## config.mk

```make
export PLATFORM = sky130hd
export DESIGN_NAME = pwm_sync_load
export DESIGN_NICKNAME = d
export VERILOG_FILES = /design/src/rtl/psl_pkg.sv /design/src/rtl/psl_timebase.sv /design/src/rtl/psl_regbank.sv /design/src/rtl/psl_edge_delay.sv /design/src/rtl/pwm_sync_load.sv
export SDC_FILE = /design/constraint.sdc
export NUM_CORES = 1
export LEC_CHECK = 0
export ABC_AREA = 1
export CAP_MARGIN = 20
export CORE_AREA = 4 4 197 122
export DETAILED_ROUTE_END_ITERATION = 10
export DIE_AREA = 0 0 201 126
export DONT_BUFFER_PORTS = 1
export PLACE_DENSITY_LB_ADDON = 0.25
export SLEW_MARGIN = 20
export SYNTH_ARGS = -nofsm -noshare
export SYNTH_HDL_FRONTEND = slang
export SYNTH_SLANG_ARGS = --single-unit
```

## constraint.sdc

```tcl
create_clock -name clk -period 3.4 [get_ports clk]
set_input_delay 0.34 -clock clk [delete_from_list [all_inputs] [get_ports clk]]
set_output_delay 0.34 -clock clk [all_outputs]
set_load 0.01 [all_outputs]
```

## src/rtl/psl_pkg.sv

```systemverilog
`timescale 1ns/1ps
package psl_pkg;
   localparam int NREG = 7;
   localparam int AW   = 4;

   // register indices; order matches the write address map
   localparam int IDX_PRD  = 0;
   localparam int IDX_CMPA = 1;
   localparam int IDX_CMPB = 2;
   localparam int IDX_CMPC = 3;
   localparam int IDX_CMPD = 4;
   localparam int IDX_RED  = 5;
   localparam int IDX_FED  = 6;

   localparam logic [AW-1:0] ADDR_MODE = 4'd7;
   localparam logic [AW-1:0] ADDR_GLB  = 4'd8;
   localparam logic [AW-1:0] ADDR_LINK = 4'd9;

   // period and compares shadowed, delays immediate
   localparam logic [NREG-1:0] MODE_RST = 7'b0011111;
endpackage

```

## src/rtl/psl_timebase.sv

```systemverilog
`timescale 1ns/1ps
module psl_timebase #(
   parameter int CW = 16
) (
   input  logic          clk,
   input  logic          rst_n,
   input  logic [CW-1:0] prd,
   output logic [CW-1:0] cnt,
   output logic          wrap,
   output logic          zero
);
   logic [CW-1:0] cnt_q;

   // >= keeps the counter bounded if the period shrinks immediately
   assign wrap = (cnt_q >= prd);
   assign zero = (cnt_q == '0);
   assign cnt  = cnt_q;

   always_ff @(posedge clk or negedge rst_n) begin
      if (!rst_n)    cnt_q <= '0;
      else if (wrap) cnt_q <= '0;
      else           cnt_q <= cnt_q + 1'b1;
   end
endmodule

```

## src/rtl/psl_regbank.sv

```systemverilog
`timescale 1ns/1ps
module psl_regbank
   import psl_pkg::*;
#(
   parameter int            CW       = 16,
   parameter logic [CW-1:0] RST_PRD  = 16'd39,
   parameter logic [CW-1:0] RST_CMPA = 16'd20
) (
   input  logic                     clk,
   input  logic                     rst_n,
   input  logic                     wr_en,
   input  logic [AW-1:0]            wr_addr,
   input  logic [CW-1:0]            wr_data,
   input  logic                     peer_wr_en,
   input  logic [AW-1:0]            peer_wr_addr,
   input  logic [CW-1:0]            peer_wr_data,
   input  logic                     gload_arm,
   input  logic                     wrap,
   output logic [NREG-1:0][CW-1:0]  act,
   output logic                     armed,
   output logic                     gl_en
);
   logic [NREG-1:0] cfg_mode;
   logic [NREG-1:0] cfg_mask;
   logic [NREG-1:0] cfg_link;
   logic            cfg_gen;
   logic            armed_q;
   logic            xfer;

   always_ff @(posedge clk or negedge rst_n) begin
      if (!rst_n) begin
         cfg_mode <= MODE_RST;
         cfg_mask <= '0;
         cfg_link <= '0;
         cfg_gen  <= 1'b0;
      end else if (wr_en) begin
         case (wr_addr)
            ADDR_MODE: cfg_mode <= wr_data[NREG-1:0];
            ADDR_GLB: begin
               cfg_mask <= wr_data[NREG-1:0];
               cfg_gen  <= wr_data[NREG];
            end
            ADDR_LINK: cfg_link <= wr_data[NREG-1:0];
            default: ;
         endcase
      end
   end

   // one-shot arm: set only when enabled, cleared by the transfer itself
   always_ff @(posedge clk or negedge rst_n) begin
      if (!rst_n)       armed_q <= 1'b0;
      else if (armed_q) armed_q <= !wrap;
      else              armed_q <= gload_arm && cfg_gen;
   end

   assign xfer  = armed_q && wrap;
   assign armed = armed_q;
   assign gl_en = cfg_gen;

   for (genvar r = 0; r < NREG; r++) begin : g_reg
      localparam logic [CW-1:0] RV = (r == IDX_PRD)  ? RST_PRD :
                                     (r == IDX_CMPA) ? RST_CMPA : '0;
      logic          own_hit;
      logic          peer_hit;
      logic          hit;
      logic          gsel;
      logic [CW-1:0] wdat;
      logic [CW-1:0] sh_q;
      logic [CW-1:0] act_q;

      assign own_hit  = wr_en && (wr_addr == AW'(r));
      assign peer_hit = peer_wr_en && (peer_wr_addr == AW'(r)) && cfg_link[r];
      assign hit      = own_hit || peer_hit;
      assign wdat     = own_hit ? wr_data : peer_wr_data;
      assign gsel     = cfg_gen && cfg_mask[r];

      always_ff @(posedge clk or negedge rst_n) begin
         if (!rst_n) begin
            sh_q  <= RV;
            act_q <= RV;
         end else begin
            if (hit) sh_q <= wdat;
            if (gsel) begin
               if (xfer) act_q <= sh_q;
            end else if (cfg_mode[r]) begin
               if (wrap) act_q <= sh_q;
            end else if (hit) begin
               act_q <= wdat;
            end
         end
      end

      assign act[r] = act_q;
   end
endmodule

```

## src/rtl/psl_edge_delay.sv

```systemverilog
`timescale 1ns/1ps
module psl_edge_delay #(
   parameter int CW = 16
) (
   input  logic          clk,
   input  logic          rst_n,
   input  logic          sig,
   input  logic [CW-1:0] dly,
   output logic          dout
);
   logic [CW-1:0] hcnt;
   logic [CW-1:0] lat;
   logic          start;
   logic [CW-1:0] use_dly;

   // delay value is sampled at the first high clock and held for the edge
   assign start   = sig && (hcnt == '0);
   assign use_dly = start ? dly : lat;

   always_ff @(posedge clk or negedge rst_n) begin
      if (!rst_n) begin
         hcnt <= '0;
         lat  <= '0;
         dout <= 1'b0;
      end else begin
         if (!sig)              hcnt <= '0;
         else if (hcnt != '1)   hcnt <= hcnt + 1'b1;
         if (start)             lat  <= dly;
         dout <= sig && (hcnt >= use_dly);
      end
   end
endmodule

```

## src/rtl/pwm_sync_load.sv

```systemverilog
`timescale 1ns/1ps
module pwm_sync_load
   import psl_pkg::*;
#(
   parameter int            CW       = 16,
   parameter logic [CW-1:0] RST_PRD  = 16'd39,
   parameter logic [CW-1:0] RST_CMPA = 16'd20
) (
   input  logic          clk,
   input  logic          rst_n,
   input  logic          wr_en,
   input  logic [AW-1:0] wr_addr,
   input  logic [CW-1:0] wr_data,
   input  logic          peer_wr_en,
   input  logic [AW-1:0] peer_wr_addr,
   input  logic [CW-1:0] peer_wr_data,
   input  logic          gload_arm,
   output logic          pwm_a,
   output logic          pwm_b,
   output logic          zero_evt,
   output logic          load_armed
);
   localparam int NDB = 2;

   if (CW < NREG + 1) begin : g_cw_chk
      $error("CW must hold the mask plus the enable bit");
   end
   if (RST_CMPA > RST_PRD) begin : g_rst_chk
      $error("reset compare must not exceed reset period");
   end

   logic [NREG-1:0][CW-1:0] act;
   logic [CW-1:0]           cnt;
   logic [CW-1:0]           act_prd;
   logic                    wrap;
   logic                    raw;
   logic                    gl_en;
   logic [NDB-1:0]          db_sig;
   logic [NDB-1:0][CW-1:0]  db_dly;
   logic [NDB-1:0]          db_out;

   psl_regbank #(.CW(CW), .RST_PRD(RST_PRD), .RST_CMPA(RST_CMPA)) u_regs (
      .clk          (clk),
      .rst_n        (rst_n),
      .wr_en        (wr_en),
      .wr_addr      (wr_addr),
      .wr_data      (wr_data),
      .peer_wr_en   (peer_wr_en),
      .peer_wr_addr (peer_wr_addr),
      .peer_wr_data (peer_wr_data),
      .gload_arm    (gload_arm),
      .wrap         (wrap),
      .act          (act),
      .armed        (load_armed),
      .gl_en        (gl_en)
   );

   assign act_prd = act[IDX_PRD];

   psl_timebase #(.CW(CW)) u_tb (
      .clk   (clk),
      .rst_n (rst_n),
      .prd   (act_prd),
      .cnt   (cnt),
      .wrap  (wrap),
      .zero  (zero_evt)
   );

   assign raw       = (cnt < act[IDX_CMPA]);
   assign db_sig[0] = raw;
   assign db_sig[1] = ~raw;
   assign db_dly[0] = act[IDX_RED];
   assign db_dly[1] = act[IDX_FED];

   for (genvar d = 0; d < NDB; d++) begin : g_db
      psl_edge_delay #(.CW(CW)) u_dly (
         .clk   (clk),
         .rst_n (rst_n),
         .sig   (db_sig[d]),
         .dly   (db_dly[d]),
         .dout  (db_out[d])
      );
   end

   assign pwm_a = db_out[0];
   assign pwm_b = db_out[1];
endmodule

```

==> results.yml, run 1 <==
timing:
  tightest_slew_ns: 0.896
  drv_slew: 0
  max_freq_mhz: 316
  rsz0062_at_grt: "no"
  finalSetupTns_ns: 0
  setup_viol_count_final: 0
  min_period_ns: 3.16
  finalHoldViolCount: 224
  finalCritPeriodShare_pct: 93.0
  skew_ns: 0.0231
  holdWs_ns: -0.476
  slew_headroom_pct: 40.2
power_and_ir_drop:
  power_mw: 8.32
  powerDensity_nw_per_um2: 574
  leakage_nw: 7.54
  peakVddDrop_mv: 0.570
floorplan:
  start_util_pct: 60.9
  die_h_um: 126
  row_count: 42
  io_pins: 49
  die-area_um2: 25300
  die_x_um: 201
  core-area_um2: 22000
status:
  status: "finished with violations"
  violations: "negative hold slack"
grt:
  top_usage_layer: "met1"
  grt_first_pass_wirelength_mm: 57.2
  grt_use_met3_pct: 7.71
  grt_overflow: 0
  grt_use_met2_pct: 36.7
  track_usage_pct: 27.4
  grt_max_degree: 225
  antenna_found_initial: 0
  met1_usage_pct: 44.3
  grt_pass1_vias: 11000
worst_setup_path:
  start_kind: "register"
  cp-end-kind: "register"
  cp_max_fo: 30
  max_stage_delay_ns: 0.47
  critPathKind: "reg2reg"
  crit_arrival_ns: 3.63
  critPathRequiredTime_ns: 3.87
  path_cells: "ha_1 > nand2_1 > o21ai_0 > a21oi_2 > buf_4 > nand2_4 > nand2_4 > nand2_1 > nand2_1 > ha_1 > nand4_1 > nor3_1 > nand3_1 > nand3_1 > nand2_1 > inv_1"
  crit_slowest_cell: "dfrtp_1"
  timing.critical_path.mode_cell: "nand2_1"
placed_design:
  gp_congestion: 0.920
  place_hpwl_mm: 25.2
  portBuffers: 0
synth:
  synth_seq_area_share_pct: 41.9
  syn_area_per_cell_um2: 7.39
  ys.warnings.count: 0
  synth_top_area_share_pct: 39.2
  synth_area_leaders: "dfrtp_1, nand2_1, o21ai_0, ha_1, inv_1"
  synth_area_um2: 13400
  syn-instance-count: 1813
  synthFlopType: "dfrtp_1"
  ys_seq_elements: 224
  synth-edff-count: 0
  synth_fp_nets: 1927
  async_flop_share_pct: 100
  synth.distinct_cells: 43
  synth_area_leader_cell: "dfrtp_1"
routing:
  drt-initial-drc-count: 1219
  viasPerCell: 5.71
  routed_wl_mm: 34.9
  vias: 12000
  dr.pass1.iters: 5
  route.detailed.drc: 0
  antenna_left: 0
  routedWlPerCell_um: 16.6
clock_tree:
  ctsHtreeMaxLevel: 1
  clockBufferDepth: 3
  clock-root-buffer: "clkbuf_16"
  cts_tree: "built"
  holdBufCountCts: 6
  clk_pin_slew_ns: 0.06
  clock_latency_ns: 0.53
  cts_sinks: 224
  cts_made_buffers: 22
finish:
  antenna_cells: 0
  register_area_um2: 5620
  area_growth_syn_to_layout_pct: 8.03
  multi_input_area_um2: 6590
  nFillCells: 1869
  num-nets-final: 1915
  drive_gt1_share_pct: 6.71
job:
  cap_violations: 0
worst_hold_path:
  holdCritPathClass: "in2async"
==> sequential cells by signal, indices dropped and copies added, names as in the netlist <==
name	flops
g_db.u_dly.lat	32
u_regs.cfg_mask	4
g_db.u_dly.hcnt	32
u_regs.g.sh_q	64
u_tb.cnt	16
u_regs.gl_en	1
u_regs.cfg_mode	4
u_regs.g.act_q	64
g_db.u_dly.dout	2
u_regs.cfg_link	4
u_regs.armed	1
==> per-stage QoR <==
stage	instance area [um^2]	std cells	utilization (%)	worst slack (ns)
5_1_grt	14500	2103	65.8	0.0163
2_1_floorplan	13400	1813	-	0.677
3_5_place_dp	13600	2055	61.8	0.208
4_1_cts	14500	2101	65.7	0.198
3_3_place_gp	13600	2055	61.8	0.281
6_report	14500	2103	65.8	0.238
==> cell usage in the layout (no fill, tap or decap), types with 5 or more instances in the layout <==
| cell | n |
|---|---|
| nand2_1 | 585 |
| dfrtp_1 | 210 |
| xor2_1 | 16 |
| o21ai_0 | 206 |
| nand3_2 | 5 |
| nand4_1 | 58 |
| nand3b_1 | 16 |
| a21oi_1 | 49 |
| ha_1 | 69 |
| nor2_1 | 73 |
| inv_1 | 216 |
| dlygate4sd3_1 | 6 |
| clkbuf_16 | 22 |
| nand2_4 | 6 |
| clkbuf_8 | 5 |
| nand3_1 | 132 |
| nor4_1 | 6 |
| nand2_2 | 8 |
| buf_4 | 30 |
| nor3_1 | 25 |
| dfstp_2 | 14 |
| o21ai_1 | 13 |
==> logic make-up after synthesis <==
| family | synth area share [%] |
|---|---|
| AOI/OAI and AO/OA | 10.5 |
| xor gates and xnor gates | 1.24 |
| and+or+nand+nor | 31.0 |
| DFF | 41.9 |
| adders and majority gates | 6.44 |
| buffers and inverters | 8.92 |
==> timing repair <==
action                                 4_1_cts  5_1_grt
setup endpoints to repair                    0        1
endpoints found under the hold margin      233      224
setup buffers                                0        2
resized for setup                            0        1
==> final cells by class <==
class / instances / area share (%)
Clock inverter: 9 / 1.11
Tap cell: 286 / 2.47
Clock buffer: 31 / 4.38
Sequential cell: 224 / 38.8
Timing Repair Buffer: 36 / 1.97
Inverter: 221 / 5.73
Multi-Input combinational cell: 1296 / 45.5
==> cells in the mapped netlist (4+ instances only) <==
library cell	n
buf_6	5
nand3b_1	16
clkbuf_1	35
dfstp_2	14
nand2_1	585
xor2_1	16
nand2_2	9
nand2_4	5
nand3_2	5
nand4_1	58
o21ai_0	206
buf_2	20
o21ai_1	13
inv_2	4
a21oi_1	49
inv_1	216
nor4_1	6
dfrtp_1	210
nor2_1	73
ha_1	69
nand3_1	132
buf_4	9
nor3_1	25
==> metal layers <==
layer,share of wire (%),vias to the layer above
met3,11,56
li1,-,5856
met2,39,502
met4,1.8,0
met5,0,-
met1,49,5586
==> worst paths after layout <==
kind                                                      from                              to  cells past startpoint  slack (ns)
min in group clk                                    wr_data[6]  u_regs.cfg_link[6]$_DFFE_PN0P_                      2        0.02
worst min register to register  g_db[0].u_dly.lat[4]$_DFF_PN0_  g_db[0].u_dly.lat[4]$_DFF_PN0_                      2        0.47
worst max register to register          u_tb.cnt[10]$_DFF_PN0_    g_db[1].u_dly.dout$_DFF_PN0_                     16        0.24
worst max-delay path                    u_tb.cnt[10]$_DFF_PN0_    g_db[1].u_dly.dout$_DFF_PN0_                     16        0.24
worst min-delay path                                     rst_n           u_tb.cnt[4]$_DFF_PN0_                      0       -0.48
max in group asynchronous                                rst_n  u_regs.cfg_mode[1]$_DFFE_PN1P_                      0        3.42
==> report_power, final <==
group	internal [mW]	switching [mW]	total [mW]	leakage (nW)
combinational	0.681	1.13	1.81	4.44
sequential	3.38	0.445	3.82	2.71
clock	1.61	1.07	2.69	0.391
total	5.67	2.65	8.32	7.54
==> worst max-delay path, delay by kind of cell, from the launching register on <==
kind                       cells  cell delay, ns
buffers and inverters          2            0.23
DFF                            1            0.47
adders and majority gates      2            0.64
AOI/OAI and AO/OA              2            0.35
and+or+nand+nor               10            1.41
Power figures use the tool's default switching activity.
==> inputs of run 2 (changes only) <==
--- a/config.mk
+++ b/config.mk
@@ -7,9 +7,9 @@
 export LEC_CHECK = 0
 export ABC_AREA = 1
 export CAP_MARGIN = 20
-export CORE_AREA = 4 4 197 122
+export CORE_AREA = 4 4 233 144
 export DETAILED_ROUTE_END_ITERATION = 10
-export DIE_AREA = 0 0 201 126
+export DIE_AREA = 0 0 237 148
 export DONT_BUFFER_PORTS = 1
 export PLACE_DENSITY_LB_ADDON = 0.25
 export SLEW_MARGIN = 20
==> results.yml, run 2 (synthesized netlist as in run 1, its figures left out) <==
worst_setup_path:
  critical_path_buf_inv_count: 1
  critPathKind: "reg2reg"
  worstReg2RegEnd: "g_db[1].u_dly.dout$_DFF_PN0_"
  startpoint: "u_tb.cnt[13]$_DFF_PN0_"
  r2r_setup_slack_ns: 0.29
  r2r_cells: 15
  crit_slowest_cell: "dfrtp_1"
  path_cells: "ha_1 > nand2_1 > nor4_2 > nand2_2 > nand2_4 > nand2_4 > nand2_1 > nand2_1 > ha_1 > nand4_1 > nor3_1 > nand3_1 > nand3_1 > nand2_1 > inv_1"
  start_kind: "register"
  cp_max_fo: 16
  r2r-start: "u_tb.cnt[13]$_DFF_PN0_"
  cp-end-kind: "register"
  max_stage_delay_ns: 0.44
  crit_arrival_ns: 3.59
  path_delay_family: "simple AND/OR/NAND/NOR gates"
  crit_end: "g_db[1].u_dly.dout$_DFF_PN0_"
  timing.critical_path.mode_cell: "nand2_1"
  critPathRequiredTime_ns: 3.87
  cp.depth: 15
routing:
  routedWlPerCell_um: 16.7
  dr.pass1.iters: 5
  vias: 11800
  routed_wl_mm: 37.3
  antenna_left: 0
  viasPerCell: 5.29
  route.detailed.drc: 0
  drt-initial-drc-count: 1211
clock_tree:
  cts_setup_buffers: 0
  clk_pin_slew_ns: 0.07
  clock-root-buffer: "clkbuf_16"
  holdBufCountCts: 6
  cts_tree: "built"
  ctsHtreeMaxLevel: 1
  clockBufferDepth: 3
  cts_made_buffers: 23
  clock_latency_ns: 0.53
  cts_sinks: 224
finish:
  final_common_cell: "nand2_1"
  reg.largest.list: "u_regs.g.act_q (64), u_regs.g.sh_q (64)"
  layout_common_cells: "nand2_1, inv_1, dfrtp_1, o21ai_0, nand3_1"
  num-nets-final: 1915
  drive_gt1_share_pct: 6.82
  antenna_cells: 0
  final_area_um2: 14700
  area_growth_syn_to_layout_pct: 9.31
timing:
  setup_viol_count_final: 0
  max_freq_mhz: 321
  min_period_ns: 3.11
  holdWs_ns: -0.498
  finalHoldViolCount: 224
  finalSetupTns_ns: 0
  finalCritPeriodShare_pct: 91.5
  tightest_slew_ns: 0.935
  skew_ns: 0.00862
  drv_slew: 0
  slew_headroom_pct: 37.6
  rsz0062_at_grt: "no"
placed_design:
  gp_congestion: 0.923
  place_hpwl_mm: 27.1
  portBuffers: 0
  placed_area_um2: 13800
floorplan:
  die_x_um: 237
  row_count: 50
  core-area_um2: 31100
  die_h_um: 148
  io_pins: 49
  die-area_um2: 35100
  start_util_pct: 43.1
grt:
  met1_usage_pct: 34.0
  grt_max_degree: 225
  grt_overflow: 0
  grt_use_met2_pct: 28.4
  grt_pass1_vias: 10900
  top_usage_layer: "met1"
  track_usage_pct: 21.1
  antenna_found_initial: 1
  grt_first_pass_wirelength_mm: 60.3
  grt_use_met3_pct: 5.33
status:
  violations: "negative hold slack"
  status: "finished with violations"
power_and_ir_drop:
  leakage_nw: 7.54
  peakVddDrop_mv: 0.377
  powerDensity_nw_per_um2: 572
job:
  cap_violations: 0
worst_hold_path:
  holdCritPathClass: "in2async"
run 2: worst reg2reg max path, cell delays in order (launching register included):
cell     delay, ns
dfrtp_1       0.44
ha_1          0.33
nand2_1       0.08
nor4_2        0.29
nand2_2       0.23
nand2_4       0.25
nand2_4       0.19
nand2_1       0.09
nand2_1       0.06
ha_1          0.32
nand4_1       0.13
nor3_1        0.30
nand3_1       0.13
nand3_1       0.11
nand2_1       0.06
inv_1         0.05
run 2: stage by stage:
step | utilization, % | power, mW | hold WS (ns) | instances | setup slack, ns
detailed placement | 44.3 | 5.63 | 0.0511 | 2186 | 0.281
finish | 47.1 | 8.38 | -0.498 | 2234 | 0.288
CTS | 47.1 | 8.42 | -0.522 | 2234 | 0.271
global route | 47.1 | 8.93 | -0.527 | 2234 | 0.0500
global placement | 44.3 | 5.55 | 0.0532 | 2186 | 0.364
floorplan | - | 5.04 | 0.0444 | 1813 | 0.677
run 2: worst min path at each step:
stage,to,from
global placement,u_regs.cfg_link[1]$_DFFE_PN0P_,rst_n
global route,u_regs.cfg_mask[1]$_DFFE_PN0P_,rst_n
detailed placement,u_regs.cfg_mask[1]$_DFFE_PN0P_,rst_n
floorplan,g_db[0].u_dly.dout$_DFF_PN0_,rst_n
CTS,u_regs.cfg_mask[1]$_DFFE_PN0P_,rst_n
finish,u_regs.g_reg[6].sh_q[7]$_DFFE_PN0P_,rst_n
run 2: final cells by class:
class,instances,area (um^2)
multi-input cells,1296,6610
clock buffers,28,614
inverters,221,830
flip-flops and latches,224,5620
clock inverters,14,180
fillers,3008,16400
well taps,416,520
repair buffers,35,278
run 2: metal layers:
layer	wire length (um)	vias to the layer above
met5	17	-
met4	643	2
met3	3010	44
met2	14300	357
met1	19300	5566
li1	-	5853
run 2: what timing repair did:
action,in CTS,in global routing
endpoints found under the hold margin,235,224
resized for setup,0,2
endpoints found under the setup margin,0,1
run 2: power breakdown:
group	leakage [nW]	internal (mW)	total, mW	switching, mW
combinational	4.44	0.678	1.78	1.11
sequential	2.71	3.37	3.85	0.474
clock	0.394	1.60	2.75	1.15
total	7.54	5.65	8.38	2.73
